**src/rtl/disp_scan_pkg.sv**
```systemverilog
// Package: shared widths, types and the BCD to seven-segment mapping.
// Assumes segment bit 0 is a and bit 6 is g, all active high.
package disp_scan_pkg;

    localparam int BCD_W = 4;
    localparam int SEG_W = 7;

    typedef logic [BCD_W-1:0] bcd_t;
    typedef logic [SEG_W-1:0] seg_t;

    localparam seg_t SEG_ALL_ON  = 7'h7F;
    localparam seg_t SEG_ALL_OFF = 7'h00;

    // Map one BCD code to its active-high a..g pattern; invalid codes stay dark.
    function automatic seg_t bcd_to_seg(input bcd_t code);
        seg_t s;
        case (code)
            4'd0:    s = 7'h3F;
            4'd1:    s = 7'h06;
            4'd2:    s = 7'h5B;
            4'd3:    s = 7'h4F;
            4'd4:    s = 7'h66;
            4'd5:    s = 7'h6D;
            4'd6:    s = 7'h7D;
            4'd7:    s = 7'h07;
            4'd8:    s = 7'h7F;
            4'd9:    s = 7'h6F;
            default: s = SEG_ALL_OFF;
        endcase
        return s;
    endfunction

endpackage

```
**src/rtl/scan_rst_sync.sv**
```systemverilog
// Module: scan_rst_sync
// Brings the asynchronous scan-restart request into the clock domain
// through a chain of STAGES flops. Assumes STAGES >= 2.
module scan_rst_sync #(
    parameter int STAGES = 2
) (
    input  logic clk,
    input  logic rst_n,
    input  logic async_in,
    output logic sync_out
);

    logic [STAGES-1:0] chain_q;

    // Shift the raw request through the synchronizer chain.
    always_ff @(posedge clk) begin
        if (!rst_n) begin
            chain_q <= '0;
        end else begin
            chain_q <= {chain_q[STAGES-2:0], async_in};
        end
    end

    assign sync_out = chain_q[STAGES-1];

endmodule

```
**src/rtl/scan_sequencer.sv**
```systemverilog
// Module: scan_sequencer
// Holds the scan position, counting down from the most significant digit
// to digit 0 and wrapping. A hold input pins it to the most significant
// digit. Decodes the one-hot strobes. Assumes NUM_DIGITS >= 2.
module scan_sequencer #(
    parameter int NUM_DIGITS = 8,
    localparam int POS_W = $clog2(NUM_DIGITS)
) (
    input  logic                  clk,
    input  logic                  rst_n,
    input  logic                  hold,
    input  logic                  advance,
    output logic [POS_W-1:0]      pos,
    output logic                  at_lsd,
    output logic [NUM_DIGITS-1:0] strobe
);

    localparam logic [POS_W-1:0] POS_MSD = POS_W'(NUM_DIGITS - 1);
    localparam logic [POS_W-1:0] POS_LSD = '0;

    logic [POS_W-1:0] pos_q;

    // Step the position down on each advance, wrap at digit 0, pin on hold.
    always_ff @(posedge clk) begin
        if (!rst_n) begin
            pos_q <= POS_MSD;
        end else if (hold) begin
            pos_q <= POS_MSD;
        end else if (advance) begin
            pos_q <= (pos_q == POS_LSD) ? POS_MSD : pos_q - POS_W'(1);
        end
    end

    assign pos    = pos_q;
    assign at_lsd = (pos_q == POS_LSD);

    // One strobe comparator per digit.
    for (genvar gi = 0; gi < NUM_DIGITS; gi++) begin : g_strobe
        assign strobe[gi] = (pos_q == POS_W'(gi));
    end

endmodule

```
**src/rtl/lead_blank_ctrl.sv**
```systemverilog
// Module: lead_blank_ctrl
// Leading-zero blanking flag. Armed on scan reset and at every scan start.
// Cleared by a nonzero digit being left, or by a decimal-point request.
// Assumes `advance` is already qualified with hold inactive.
module lead_blank_ctrl (
    input  logic clk,
    input  logic rst_n,
    input  logic hold,
    input  logic advance,
    input  logic at_lsd,
    input  logic cur_zero,
    input  logic dp_req,
    input  logic ovf,
    output logic blank
);

    logic leading_q;

    // Re-arm at scan start or on hold; clear once a digit is to be shown.
    always_ff @(posedge clk) begin
        if (!rst_n) begin
            leading_q <= 1'b1;
        end else if (hold || (advance && at_lsd)) begin
            leading_q <= 1'b1;
        end else if (dp_req || (advance && !cur_zero)) begin
            leading_q <= 1'b0;
        end
    end

    // Blank for a held scan, or for a still-leading zero that is neither
    // digit 0 nor excused by a decimal point or by overflow.
    always_comb begin
        blank = hold || (leading_q && cur_zero && !dp_req && !at_lsd && !ovf);
    end

endmodule

```
**src/rtl/seg_encoder.sv**
```systemverilog
// Module: seg_encoder
// Turns the current BCD code into a segment pattern. Blanking darkens it,
// and lamp test lights every segment over both blanking and data.
module seg_encoder
    import disp_scan_pkg::*;
(
    input  bcd_t code,
    input  logic blank,
    input  logic lamp_test,
    output seg_t seg
);

    // Pick lamp test, blank, or the decoded pattern, in that priority.
    always_comb begin
        if (lamp_test) begin
            seg = SEG_ALL_ON;
        end else if (blank) begin
            seg = SEG_ALL_OFF;
        end else begin
            seg = bcd_to_seg(code);
        end
    end

endmodule

```
**src/rtl/mux_disp_scan.sv**
```systemverilog
// Module: mux_disp_scan (top)
// Multiplexes NUM_DIGITS latched BCD digits onto one BCD bus and one
// segment bus, from the most significant digit down, with leading-zero
// blanking. Assumes `digits` is stable while it is scanned and that
// `scan_tick` is a single-cycle enable per step.
module mux_disp_scan
    import disp_scan_pkg::*;
#(
    parameter int NUM_DIGITS  = 8,
    parameter int SYNC_STAGES = 2,
    localparam int POS_W  = $clog2(NUM_DIGITS),
    localparam int DATA_W = NUM_DIGITS * BCD_W
) (
    input  logic                  clk,
    input  logic                  rst_n,
    input  logic                  scan_tick,
    input  logic                  scan_rst,
    input  logic                  dp_req,
    input  logic                  ovf_latched,
    input  logic                  lamp_test,
    input  logic [DATA_W-1:0]     digits,
    output logic [BCD_W-1:0]      bcd_out,
    output logic [SEG_W-1:0]      seg_out,
    output logic [NUM_DIGITS-1:0] strobe,
    output logic                  blank_out
);

    logic             scan_hold;
    logic             step;
    logic [POS_W-1:0] pos;
    logic             at_lsd;
    bcd_t             cur_code;
    bcd_t             dig_arr [NUM_DIGITS];

    scan_rst_sync #(
        .STAGES   (SYNC_STAGES)
    ) u_sync (
        .clk      (clk),
        .rst_n    (rst_n),
        .async_in (scan_rst),
        .sync_out (scan_hold)
    );

    assign step = scan_tick && !scan_hold;

    scan_sequencer #(
        .NUM_DIGITS (NUM_DIGITS)
    ) u_seq (
        .clk     (clk),
        .rst_n   (rst_n),
        .hold    (scan_hold),
        .advance (step),
        .pos     (pos),
        .at_lsd  (at_lsd),
        .strobe  (strobe)
    );

    // Slice the flat digit bus into one entry per digit.
    for (genvar gd = 0; gd < NUM_DIGITS; gd++) begin : g_unpack
        assign dig_arr[gd] = digits[gd*BCD_W +: BCD_W];
    end

    // Select the digit at the current scan position.
    always_comb begin
        cur_code = dig_arr[pos];
    end

    lead_blank_ctrl u_blank (
        .clk      (clk),
        .rst_n    (rst_n),
        .hold     (scan_hold),
        .advance  (step),
        .at_lsd   (at_lsd),
        .cur_zero (cur_code == '0),
        .dp_req   (dp_req),
        .ovf      (ovf_latched),
        .blank    (blank_out)
    );

    seg_encoder u_seg (
        .code      (cur_code),
        .blank     (blank_out),
        .lamp_test (lamp_test),
        .seg       (seg_out)
    );

    assign bcd_out = cur_code;

endmodule

```
**config.mk**
```make
export PLATFORM = sky130hd
export DESIGN_NAME = mux_disp_scan
export DESIGN_NICKNAME = d
export VERILOG_FILES = /design/src/rtl/disp_scan_pkg.sv /design/src/rtl/scan_rst_sync.sv /design/src/rtl/scan_sequencer.sv /design/src/rtl/lead_blank_ctrl.sv /design/src/rtl/seg_encoder.sv /design/src/rtl/mux_disp_scan.sv
export SDC_FILE = /design/constraint.sdc
export NUM_CORES = 1
export LEC_CHECK = 0
export ABC_AREA = 1
export BUFFER_PORTS_ARGS = -buffer_cell sky130_fd_sc_hd__clkbuf_2
export CAP_MARGIN = 20
export CORE_MARGIN = 1
export CORE_UTILIZATION = 35
export DETAILED_ROUTE_END_ITERATION = 8
export PLACE_DENSITY = 0.65
export SLEW_MARGIN = 20
export SYNTH_ARGS = -nofsm -noshare
export SYNTH_HDL_FRONTEND = slang
export SYNTH_SLANG_ARGS = --single-unit
```
**constraint.sdc**
```tcl
create_clock -name clk -period 2.8 [get_ports clk]
set_input_delay 0.14 -clock clk [delete_from_list [all_inputs] [get_ports clk]]
set_output_delay 0.14 -clock clk [all_outputs]
set_load 0.02 [all_outputs]
```
---- Word level (Yosys, flattened, before mapping) ----
Memory sizes are Yosys's and may differ from the RTL's.
Index checks and enable logic that the tools add are counted.
operators by class
  equal/unequal tests ..................... 7
  reduce and logical (&&, ||, !) cells .... 19
  mux-type cells .......................... 6
  magnitude comparators ................... 1
  multipliers ............................. 0
  add/sub/neg operators ................... 1
  shifts and indexed selects .............. 0
  div/mod/pow operators ................... 0
  bitwise logic cells ..................... 2
operator list
  kind                                                                   number
  7-bit 2-to-1 mux                                                       2
  4-bit binary-select mux with 3-bit select                              1
  3-bit equality test, second input constant                             4
  4-bit 2-to-1 mux                                                       2
  1-bit logical AND                                                      7
  3-bit by 2-bit equality test with 1-bit output, second input constant  2
  1-bit zero test                                                        5
  4-bit >= comparator, second input constant                             1
  4-bit zero test                                                        1
  3-bit inverter with 4-bit output                                       1
  2-bit OR reduction                                                     2
  3-bit by 1-bit equality test with 1-bit output, second input constant  1
  3-bit zero test                                                        1
  1-bit logical OR                                                       3
  3-bit 2-to-1 mux                                                       1
  3-bit by 1-bit subtractor with 3-bit output, second input constant     1
  1-bit inverter                                                         1
word-level totals
  latch bits .............................. 0
  RAM bits ................................ 0
  flip-flop bits (word level) ............. 6
  logic and storage cells ................. 40
  bits of input ports ..................... 39
  memories ................................ 1
  ROM bits ................................ 112
  output and inout bits ................... 20
memories
  name              depth  bits a word  rd ports  clocked after Yosys merged registers in  wr ports  line                 source
  (name not given)  16     7            1         0                                        0         disp_scan_pkg.sv:17  case (code)

---- Logic depth before layout (Yosys ltp) ----
  word-level depth ........................ 12
  gate-level depth with buffers ........... 16
  gate-level depth less buffers ........... 15

---- By module ----
A second synthesis with hierarchy kept.
unflattened totals
  cells, all modules ...................... 222
  area, all modules ....................... 1118.6 µm²
modules (own cells, without submodules)
  module           times used  seq. area each (µm²)  cells an instance  area an instance (µm²)
  mux_disp_scan    1           0.0                   104                452.9
  scan_sequencer   1           60.1                  52                 302.8
  seg_encoder      1           0.0                   43                 225.2
  lead_blank_ctrl  1           20.0                  17                 82.6
  scan_rst_sync    1           40.0                  6                  55.1

---- Least setup slack after synthesis ----
OpenSTA, ideal clock, no wires.
  path kind ............................... register to output
  start ................................... register u_seq.pos_q[1] (netlist: u_seq.pos[1])
  end ..................................... output port seg_out[0]
  cell stages (with the launch flop) ...... 12
  setup slack ............................. 583 ps
  buffers on the path ..................... 1
  required time ........................... 2660 ps
  arrival ................................. 2077 ps
  cell sequence ........................... dfxtp_1 -> buf_4 -> inv_2 -> o21ai_0 -> o21ai_1 -> nand2_1 -> nand2_1 -> inv_1 -> ha_1 -> nand4_1 -> nand2_2 -> o21ai_1
on the way
  word-level cells in the longest chain between the ends .. 12
  elaborated cells between the ends (all ways) .. 15
  classes of those cells .................. 5 x mux; 1 x bitwise; 8 x reduce/logical; 1 x memory
RTL lines
  element                                                 line                   source
  start: declaration                                      scan_sequencer.sv:21   logic [POS_W-1:0] pos_q;
  start signal: assignment                                scan_sequencer.sv:30   pos_q <= (pos_q == POS_LSD) ? POS_MSD : pos_q - POS_W'(1);
  3-bit inverter with 4-bit output (implied by the code)  mux_disp_scan.sv:65    cur_code = dig_arr[pos];
  4-bit binary-select mux with 3-bit select               mux_disp_scan.sv:65
  4-bit 2-to-1 mux (implied by the code) (2 in series)    mux_disp_scan.sv:65
  named net bcd_out[0]                                    mux_disp_scan.sv:22    output logic [BCD_W-1:0] bcd_out,
  4-bit zero test                                         mux_disp_scan.sv:74    .cur_zero (cur_code == '0),
  1-bit logical AND (4 in series)                         lead_blank_ctrl.sv:33  blank = hold || (leading_q && cur_zero && !dp_req && !at_lsd && !ovf);
  1-bit logical OR                                        lead_blank_ctrl.sv:33
  named net blank_out                                     mux_disp_scan.sv:25    output logic blank_out
  7-bit 2-to-1 mux                                        seg_encoder.sv:17      end else if (blank) begin
  7-bit 2-to-1 mux                                        seg_encoder.sv:15      if (lamp_test) begin
  end: declaration                                        mux_disp_scan.sv:23    output logic [SEG_W-1:0] seg_out,
The timed path passes the listed nets, and every way through them passes these cells. The select of a mux whose other input is x is not followed.

---- Final worst setup path ----
  start ................................... register u_seq.pos_q[0] (netlist: u_seq.pos[0])
  end ..................................... output port seg_out[3]
on the way
  word-level cells in the longest chain between the ends .. 12
  elaborated cells between the ends (all ways) .. 15
  classes of those cells .................. 5 x mux; 1 x bitwise; 8 x reduce/logical; 1 x memory
RTL lines
  element                                                          line
  branches (longest 10 deep; another with memory read 16 x 7 bit)  n/a
  7-bit 2-to-1 mux *                                               seg_encoder.sv:17
  7-bit 2-to-1 mux *                                               seg_encoder.sv:15
Mark *: on every way between the ends. The select of a mux whose other input is x is not followed.

==> impl_metrics.toml <==
[run]
maxCapViolCount = 0

[critical_path]
reg2regPathDepth = 13
cp.required_ps = 2660
worstSetupPathType = "flip-flop to output pin"
cpMostUsedCell = "nand2_1"
crit_slowest_cell = "dfxtp_1"
cp-start-kind = "flip-flop"
worstPathMaxFanout = 16
slowest_delay_ps = 460
path_buf_inv = 3
endpoint_kind = "output pin"
cp_top_family = "simple AND/OR/NAND/NOR gates"
crit_chain = "buf_4, nand2_1, nand2_1, nand2_1, o21ai_1, nand2_1, nand2_1, inv_1, ha_1, nand3_1, nand3_1, nand2_1, o21ai_1, clkbuf_2"
arrival_ps = 2310
crit_cells = 14

[floorplanning]
boundaryPins = 59
initial_core_util = 0.367
num_rows = 20
core-area_mm2 = 0.00303
dieArea_mm2 = 0.00341
die_y_um = 58.4
die_w_um = 58.4

[global_routing]
antenna_found_initial = 0
grt_pass1_vias = 1041
grt_max_degree = 18
grt_overflow_total = 0
grt_usage = 0.152
grt_pass1_wl_um = 4150

[timing]
worstMarginPinSlew_ps = 339
fmax_ghz = 0.408
setup-tns-final_ps = 0
relSlewSlack = 0.773
finalHoldViolations = 0
fin_crit_ps = 2450
final_max_slew_viol_count = 0
setup_viol = 0
skew_ps = 1.40
finalCritPeriodShare = 0.875
rsz0062_at_grt = "no"

[clocking]
hold_buffers = 0
cts_setup_buffers = 0
clk_latency_ps = 240
cts_buffers = 3
cts_resized = 0
cts-root-buf = "clkbuf_4"
clk_pin_slew_ps = 40
cts_tree = "done"
clockBufferDepth = 2
cts_sinks = 6
cts_htree_levels = 1

[placement]
place_congestion = 0.782
port_buffers = 58
place_hpwl_um = 2110
placed_cells = 302

[route]
wl_per_cell_um = 8.24
routed_wl_um = 2510
route.detailed.drc = 0
ant_nets = 0
dr.pass1.iters = 4
drtIter0Drc = 20
num_vias = 1303
viasPerCell = 4.27

[synth]
synthCells = 203
avgSynthCellArea_um2 = 5.48
synth_area_mm2 = 0.00111
synth.net_count = 252
yosysSeqAreaShare = 0.108
synthDistinctLibCells = 22
synth-seq-cells = 6
yosysWarnings = 0

[power_and_ir_drop]
seq_power_share = 0.196
p_leak_nw = 0.961
intPower_uw = 258
p_comb_frac = 0.647
clkPwrFrac = 0.158
peakVddDrop_uv = 204
switching_share = 0.477
p_per_area_mw_per_mm2 = 338
switchingPower_uw = 235

[final_layout]
diodes = 0
syn_to_final_growth_pct = 31.2
fin_nets = 312
final_cells = 305
layout-drive-gt1-share = 0.314

[run_status]
status = "finished clean"

[worst_hold_path]
whs_path_depth = 3
hold_path_class = "input port to flip-flop"
==> cells in the final DEF (no fill, tap or decap), drive strengths merged, types with 2 or more instances in the layout <==
master,instances
o211ai,2
clkbuf,61
dfxtp,6
buf,3
o21ai,9
inv,46
nor2,18
ha,10
nand3,27
nand2,75
==> per-layer routing <==
metal	wire length [um]	up-vias	part of all wire	global-route usage
li1	-	726	-	-
met1	1170	552	0.47	0.177
met2	1260	23	0.50	0.294
met3	65	2	0.026	0.00659
met4	11	0	0.0044	0.0510
met5	0	-	0	0
==> cells in the mapped netlist <==
cell type  count  area share
nand2_4        3       0.030
buf_2          2      0.0090
nand3_1       21       0.094
o21ai_1        6       0.027
o211ai_1       2       0.013
ha_1          10        0.11
dfxtp_1        6        0.11
buf_4          3       0.020
nand3_2        4       0.036
nand4_1        1      0.0056
nand3_4        2       0.031
nand2_1       69        0.23
nand2_2        3       0.017
xor2_1         1      0.0079
clkinv_1       1      0.0034
buf_6          1       0.010
nand3b_1       1      0.0068
inv_1         42        0.14
o21ai_0        3       0.013
nor2_1        16       0.054
inv_2          4       0.013
nor2_2         2       0.011
==> power by group through the flow <==
stage | Combinational, mW | Sequential [mW] | Clock, mW
finish | 0.319 | 0.0964 | 0.0776
global route | 0.364 | 0.0969 | 0.0840
CTS | 0.322 | 0.0963 | 0.0819
detailed placement | 0.321 | 0.0979 | 0
global placement | 0.321 | 0.0977 | 0
floorplan | 0.235 | 0.0964 | 0
==> final timing paths <==
| kind | start | endpoint | slack [ps] |
|---|---|---|---|
| setup / recovery | u_seq.pos[0] | seg_out[3] | 350 |
| setup reg to reg | u_seq.pos[0] | u_blank.leading_q | 920 |
| hold / removal | scan_rst | u_sync.chain_q[0] | 80 |
| hold reg to reg | u_sync.chain_q[0] | u_sync.chain_q[1] | 410 |
==> area by class of cell <==
| type | instances | area (um^2) |
|---|---|---|
| flip-flops and latches | 6 | 120 |
| fillers | 339 | 1570 |
| well taps | 44 | 55.1 |
| repair buffers | 61 | 313 |
| inverters | 47 | 176 |
| multi-input cells | 144 | 772 |
| clock buffers | 3 | 22.5 |
==> tightest hold or removal path: cells and delay by family <==
kind	cells	cell delay, ps
buffers and inverters	2	120
and+or+nand+nor	1	40
==> metrics by stage <==
step	instance area [um^2]	setup slack, ps	hold WS, ps	power, mW	utilization
finish	1460	351	82.2	0.493	0.482
global route	1460	88.4	105	0.545	0.482
CTS	1460	349	79.5	0.500	0.482
detailed placement	1440	616	333	0.419	0.474
global placement	1440	644	329	0.418	0.474
floorplan	1110	583	233	0.332	-
==> logic make-up after synthesis <==
family	count (synthesis)	synth area share
DFF	6	0.108
adders and majority gates	10	0.112
xor gates and xnor gates	1	0.00788
buffers and inverters	53	0.198
and+or+nand+nor	122	0.520
AOI/OAI and AO/OA	11	0.0540
==> state kept, by name (all words and copies together) (netlist names) <==
name               flops
u_sync.chain_q         2
u_seq.pos              3
u_blank.leading_q      1
Note: power is estimated with default switching activity, not from simulation.
